### src/rtl/frac_rtc_pkg.sv
package frac_rtc_pkg;
    localparam int unsigned SEC_W  = 32;
    localparam int unsigned FRAC_W = 32;
    localparam int unsigned INC_W  = 24;
    localparam int unsigned HID_W  = 6;

    typedef enum logic [1:0] {
        ST_HALT  = 2'd0,
        ST_RUN   = 2'd1,
        ST_CLEAR = 2'd2
    } ctl_state_e;
endpackage

### src/rtl/rtc_ctl_fsm.sv
module rtc_ctl_fsm
    import frac_rtc_pkg::*;
(
    input  logic clk,
    input  logic rst_n,
    input  logic run_en,
    input  logic clr_req,
    output logic adv,
    output logic zero,
    output logic busy,
    output logic running
);
    ctl_state_e state_r;
    ctl_state_e state_n;

    // State register
    always_ff @(posedge clk or negedge rst_n) begin
        if (!rst_n) begin
            state_r <= ST_HALT;
        end else begin
            state_r <= state_n;
        end
    end

    // Next state: a clear request overrides, else the enable level selects
    always_comb begin
        state_n = ST_HALT;
        unique case (state_r)
            ST_HALT, ST_RUN, ST_CLEAR: begin
                if (clr_req) begin
                    state_n = ST_CLEAR;
                end else if (run_en) begin
                    state_n = ST_RUN;
                end else begin
                    state_n = ST_HALT;
                end
            end
            default: state_n = ST_HALT;
        endcase
    end

    // Outputs decoded from the current state
    always_comb begin
        adv     = 1'b0;
        zero    = 1'b0;
        busy    = 1'b0;
        running = 1'b0;
        unique case (state_r)
            ST_HALT: begin
            end
            ST_RUN: begin
                adv     = 1'b1;
                running = 1'b1;
            end
            ST_CLEAR: begin
                zero = 1'b1;
                busy = 1'b1;
            end
            default: begin
            end
        endcase
    end
endmodule

### src/rtl/rtc_frac_accum.sv
module rtc_frac_accum #(
    parameter int unsigned SEC_W  = 32,
    parameter int unsigned FRAC_W = 32,
    parameter int unsigned INC_W  = 24,
    parameter int unsigned HID_W  = 6
) (
    input  logic              clk,
    input  logic              rst_n,
    input  logic              adv,
    input  logic              zero,
    input  logic [INC_W-1:0]  inc,
    output logic [SEC_W-1:0]  sec,
    output logic [FRAC_W-1:0] frac
);
    localparam int unsigned HI_W  = INC_W - HID_W;
    localparam int unsigned PAD_W = FRAC_W + 1 - HI_W;

    logic [HID_W-1:0]  hid_r;
    logic [HID_W:0]    hid_sum;
    logic [FRAC_W:0]   frac_sum;
    logic [SEC_W-1:0]  sec_sum;
    logic [HI_W-1:0]   inc_hi;

    assign inc_hi   = inc[INC_W-1:HID_W];
    // Hidden low part; its overflow is the fraction carry-in
    assign hid_sum  = {1'b0, hid_r} + {1'b0, inc[HID_W-1:0]};
    // Upper step bits aligned to the fraction LSB
    assign frac_sum = {1'b0, frac} + {{PAD_W{1'b0}}, inc_hi}
                    + {{FRAC_W{1'b0}}, hid_sum[HID_W]};
    // Seconds take the fraction carry-out; wrap is silent
    assign sec_sum  = sec + {{(SEC_W-1){1'b0}}, frac_sum[FRAC_W]};

    always_ff @(posedge clk or negedge rst_n) begin
        if (!rst_n) begin
            hid_r <= '0;
            frac  <= '0;
            sec   <= '0;
        end else if (zero) begin
            hid_r <= '0;
            frac  <= '0;
            sec   <= '0;
        end else if (adv) begin
            hid_r <= hid_sum[HID_W-1:0];
            frac  <= frac_sum[FRAC_W-1:0];
            sec   <= sec_sum;
        end
    end
endmodule

### src/rtl/rtc_read_shadow.sv
module rtc_read_shadow #(
    parameter int unsigned FRAC_W = 32
) (
    input  logic              clk,
    input  logic              rst_n,
    input  logic              rd,
    input  logic [FRAC_W-1:0] frac_in,
    output logic [FRAC_W-1:0] frac_q
);
    always_ff @(posedge clk or negedge rst_n) begin
        if (!rst_n) begin
            frac_q <= '0;
        end else if (rd) begin
            frac_q <= frac_in;
        end
    end
endmodule

### src/rtl/rtc_ref_taps.sv
module rtc_ref_taps (
    input  logic clk,
    input  logic rst_n,
    input  logic tap_bit,
    input  logic running,
    input  logic ref_en,
    input  logic upd_en,
    output logic ref_o,
    output logic upd_o
);
    logic tgl_r;

    always_ff @(posedge clk or negedge rst_n) begin
        if (!rst_n) begin
            tgl_r <= 1'b0;
        end else if (upd_en) begin
            tgl_r <= ~tgl_r;
        end else begin
            tgl_r <= 1'b0;
        end
    end

    assign upd_o = upd_en & tgl_r;
    assign ref_o = ref_en & running & tap_bit;
endmodule

### src/rtl/frac_sec_counter.sv
module frac_sec_counter #(
    parameter int unsigned SEC_W   = frac_rtc_pkg::SEC_W,
    parameter int unsigned FRAC_W  = frac_rtc_pkg::FRAC_W,
    parameter int unsigned INC_W   = frac_rtc_pkg::INC_W,
    parameter int unsigned HID_W   = frac_rtc_pkg::HID_W,
    parameter int unsigned TAP_BIT = 19
) (
    input  logic              clk,
    input  logic              rst_n,
    input  logic              run_en,
    input  logic              clr_req,
    input  logic [INC_W-1:0]  inc_val,
    input  logic              sec_rd,
    input  logic              ref_en,
    input  logic              upd_en,
    output logic [SEC_W-1:0]  sec_q,
    output logic [FRAC_W-1:0] frac_q,
    output logic              clr_busy,
    output logic              ref_o,
    output logic              upd_o
);
    logic              adv;
    logic              zero;
    logic              running;
    logic [FRAC_W-1:0] frac_live;
    logic              tap_bit;

    rtc_ctl_fsm u_fsm (
        .clk     (clk),
        .rst_n   (rst_n),
        .run_en  (run_en),
        .clr_req (clr_req),
        .adv     (adv),
        .zero    (zero),
        .busy    (clr_busy),
        .running (running)
    );

    rtc_frac_accum #(
        .SEC_W  (SEC_W),
        .FRAC_W (FRAC_W),
        .INC_W  (INC_W),
        .HID_W  (HID_W)
    ) u_accum (
        .clk   (clk),
        .rst_n (rst_n),
        .adv   (adv),
        .zero  (zero),
        .inc   (inc_val),
        .sec   (sec_q),
        .frac  (frac_live)
    );

    rtc_read_shadow #(
        .FRAC_W (FRAC_W)
    ) u_shadow (
        .clk     (clk),
        .rst_n   (rst_n),
        .rd      (sec_rd),
        .frac_in (frac_live),
        .frac_q  (frac_q)
    );

    generate
        if (TAP_BIT < FRAC_W) begin : g_tap
            assign tap_bit = frac_live[TAP_BIT];
        end else begin : g_notap
            assign tap_bit = 1'b0;
        end
    endgenerate

    rtc_ref_taps u_taps (
        .clk     (clk),
        .rst_n   (rst_n),
        .tap_bit (tap_bit),
        .running (running),
        .ref_en  (ref_en),
        .upd_en  (upd_en),
        .ref_o   (ref_o),
        .upd_o   (upd_o)
    );
endmodule

### config.mk
export PLATFORM = sky130hd
export DESIGN_NAME = frac_sec_counter
export DESIGN_NICKNAME = d
export VERILOG_FILES = /design/src/rtl/frac_rtc_pkg.sv /design/src/rtl/rtc_ctl_fsm.sv /design/src/rtl/rtc_frac_accum.sv /design/src/rtl/rtc_read_shadow.sv /design/src/rtl/rtc_ref_taps.sv /design/src/rtl/frac_sec_counter.sv
export SDC_FILE = /design/constraint.sdc
export NUM_CORES = 1
export LEC_CHECK = 0
export BUFFER_PORTS_ARGS = -buffer_cell sky130_fd_sc_hd__buf_2
export CORE_ASPECT_RATIO = 0.75
export CORE_MARGIN = 2
export CORE_UTILIZATION = 30
export DETAILED_ROUTE_END_ITERATION = 8
export PLACE_DENSITY = 0.53
export SYNTH_ARGS = -nofsm -noshare
export SYNTH_HDL_FRONTEND = slang
export SYNTH_HIERARCHICAL = 1
export SYNTH_SLANG_ARGS = --single-unit
### constraint.sdc
create_clock -name clk -period 8.5 [get_ports clk]
set_clock_uncertainty 0.15 [all_clocks]
set_input_delay 0.425 -clock clk [delete_from_list [all_inputs] [get_ports clk]]
set_output_delay 0.425 -clock clk [all_outputs]
set_load 0.1 [all_outputs]
==> results.sh <==
export IMPL_critPathMaxFanout=10
export IMPL_finalSetupViolCount=0
export IMPL_synth_edf_count=0
export IMPL_start_util_pct=30.6
export IMPL_dp_cells=886
export IMPL_hold_buffers=1
export IMPL_dr_first_iter_drc_count=212
export IMPL_reg2reg_to="u_accum/sec[30]"
export IMPL_numPortBuffers=97
export IMPL_place_congestion=0.806
export IMPL_final_cells=903
export IMPL_drc=0
export IMPL_crit_start="u_accum/hid_r[0]"
export IMPL_syn_cell_area_um2=5930
export IMPL_cp_arrival_ns=4.67
export IMPL_ys_ff_latch=105
export IMPL_antenna_found_initial=0
export IMPL_final_setup_tns_ns=0
export IMPL_core_um2=19400
export IMPL_grt_pass1_wl_um=23600
export IMPL_hp_class="in2reg"
export IMPL_die_w_um=166
export IMPL_maxSlewViolCount=0
export IMPL_num_vias=4461
export IMPL_yosys_area_top_type="dfrtp_1"
export IMPL_worstRegToRegCells=20
export IMPL_crit_required_ns=8.57
export IMPL_post_cts_buffers=0
export IMPL_cts_clk_slew_worst_paths_ns=0.08
export IMPL_fmax_mhz=217
export IMPL_die_area_um2=20900
export IMPL_syn_nets=614
export IMPL_cts_max_level=3
export IMPL_syn_area_per_cell_um2=10.7
export IMPL_io_pins=98
export IMPL_critPathLaunchType="register"
export IMPL_cts_buffer_depth=2
export IMPL_ys_types=69
export IMPL_root_buffer="clkbuf_16"
export IMPL_holdWs_ns=0.0798
export IMPL_cts_sinks=105
export IMPL_synthTopCellsByArea="dfrtp_1 (44%), mux2_4 (7.6%), ha_1 (5.3%), nor2_1 (4.4%), xor2_1 (4.0%)"
export IMPL_num_antenna_cells=0
export IMPL_ant_nets=0
export IMPL_synth_warnings=6
export IMPL_syn_to_final_growth_pct=16.6
export IMPL_slew_headroom_pct=30.0
export IMPL_final_nets=704
export IMPL_min_period_over_period_pct=54.2
export IMPL_numCtsBuffers=9
export IMPL_die_height_um=126
export IMPL_drive_gt1_share_pct=26.0
export IMPL_clock_latency_ns=0.36
export IMPL_synth_cells=555
export IMPL_status="finished, final reports clean"
export IMPL_cts_tree="done"
export IMPL_grt_start_max_net_pins=67
export IMPL_routed_wirelength_um=14200
export IMPL_vias_per_cell=4.94
export IMPL_postCtsResizedCells=0
export IMPL_synthFlopType="dfrtp_1"
export IMPL_grt_use_total_pct=13.8
export IMPL_p_leak_nw=3.44
export IMPL_fin_crit_ns=4.61
export IMPL_async_reset_ff_share_pct=100
export IMPL_crit_type="reg2reg"
export IMPL_rows=44
export IMPL_rsz0062_at_grt="no"
export IMPL_worst_pin_slew_ns=1.05
export IMPL_hold_viol=0
export IMPL_r2r_start="u_accum/hid_r[0]"
export IMPL_dp_hpwl_um=10000
export IMPL_synth_top_cell_area_share_pct=44.3
export IMPL_first_pass_iters=4
export IMPL_powerDensity_nw_per_um2=180
export IMPL_nFillCells=1968
export IMPL_gr_total_overflow=0
export IMPL_rrSetupSlack_ns=3.89
export IMPL_crit_end="u_accum/sec[30]"
export IMPL_setup_worst_path_end_class="register"
export IMPL_drv_cap=0
export IMPL_ys_seq_area_share_pct=44.3
export IMPL_grt_pass1_vias=4478
export IMPL_drt_wirelength_per_cell_um=15.7
export IMPL_ir_drop_mv=0.101
export IMPL_final_common_cell="dfrtp_1"
export IMPL_final_cell_mix="dfrtp_1 (105), buf_2 (96), nor2_1 (69), a21oi_1 (33), nand2_1 (31)"
-- sequential cells by signal, indices dropped and copies added (netlist names) --
name and flops:
u_taps/tgl_r 1, u_shadow/frac_q 32, u_fsm/state_r 2, u_accum/frac 32, u_accum/hid_r 6, u_accum/sec 32
-- critical path: stages, from the launching register on --
cell      delay [ns]
dfrtp_1         0.38
ha_1            0.21
fa_1            0.42
a21oi_1         0.17
nor2_1          0.05
nor2_1          0.15
nor2b_1         0.06
o21ai_0         0.16
nand2b_1        0.09
fa_1            0.41
fa_1            0.42
a21o_1          0.21
a221o_1         0.34
nand4_1         0.18
a211oi_1        0.14
ha_1            0.25
nand4_1         0.18
nor2_2          0.15
nand3_1         0.13
xor2_1          0.16
nor2_1          0.05
-- how the worst min path moves through the flow --
stage	slack, ns	start	to	cells after the start
2_1_floorplan	-0.02	rst_n	u_accum/frac[0]	0
3_3_place_gp	0.33	rst_n	u_shadow/frac_q[3]	1
3_5_place_dp	0.33	u_fsm/state_r[1]	u_fsm/state_r[0]	1
4_1_cts	0.07	clr_req	u_fsm/state_r[0]	2
5_1_grt	0.08	clr_req	u_fsm/state_r[0]	2
6_report	0.08	clr_req	u_fsm/state_r[0]	2
-- Yosys cell counts, drive strengths merged, types with 3 or more instances --
cell type  number
mux2           41
a211o           3
or3             5
clkbuf         12
dfrtp         105
xor2           27
nor2b          12
and4            4
or2             3
a21oi          36
nor3            9
nand3          25
nand4          11
a211oi          7
nand3b          3
inv             9
buf            11
o311ai          3
o21a            3
mux2i          11
nand2          32
ha             25
fa              3
and3           13
a22o            4
nor2           70
xnor2          14
a21o            7
o21ai          12
a31o            4
-- layout make-up --
type / count / area (um2) / area share [%]
multi-input combinational: 417 / 3120 / 45.1
sequential: 105 / 2630 / 38.0
timing repair buffer: 102 / 528 / 7.63
tap: 253 / 317 / 4.58
clock buffer: 9 / 225 / 3.26
clock inverter: 7 / 65.1 / 0.940
inverter: 10 / 37.5 / 0.543
-- per-stage QoR --
step	cell area (um2)	setup slack, ns	total power, W	util (%)
detailed placement	6620	3.76	0.000835	34.1
finish	6920	3.89	0.00124	35.7
CTS	6920	3.88	0.00126	35.7
global route	6920	3.61	0.00131	35.7
global placement	6620	3.84	0.000830	34.1
floorplan	5930	4.33	0.000772	-
-- logic make-up after synthesis --
family / after synthesis / share of synthesized area [%]
xor+xnor: 41 / 6.05
compound gates: 99 / 12.3
mux: 52 / 11.5
fa+ha+maj: 28 / 6.29
buf+inv: 33 / 3.25
simple gates: 197 / 16.3
flops: 105 / 44.3
-- report_power, final --
part	switching [W]	internal, W
clock network	0.000212	0.000208
logic	0.000197	0.0000873
registers	0.0000171	0.000522
total	0.000426	0.000817
-- metal layers --
layer | up-vias | track usage [%] | share of wire [%]
met3 | 10 | 3.77 | 5.0
met2 | 104 | 20.8 | 43
met5 | - | 0 | 0
li1 | 2169 | - | -
met1 | 2178 | 19.8 | 51
met4 | 0 | 3.60 | 0.90
(Power assumes the default switching activity.)
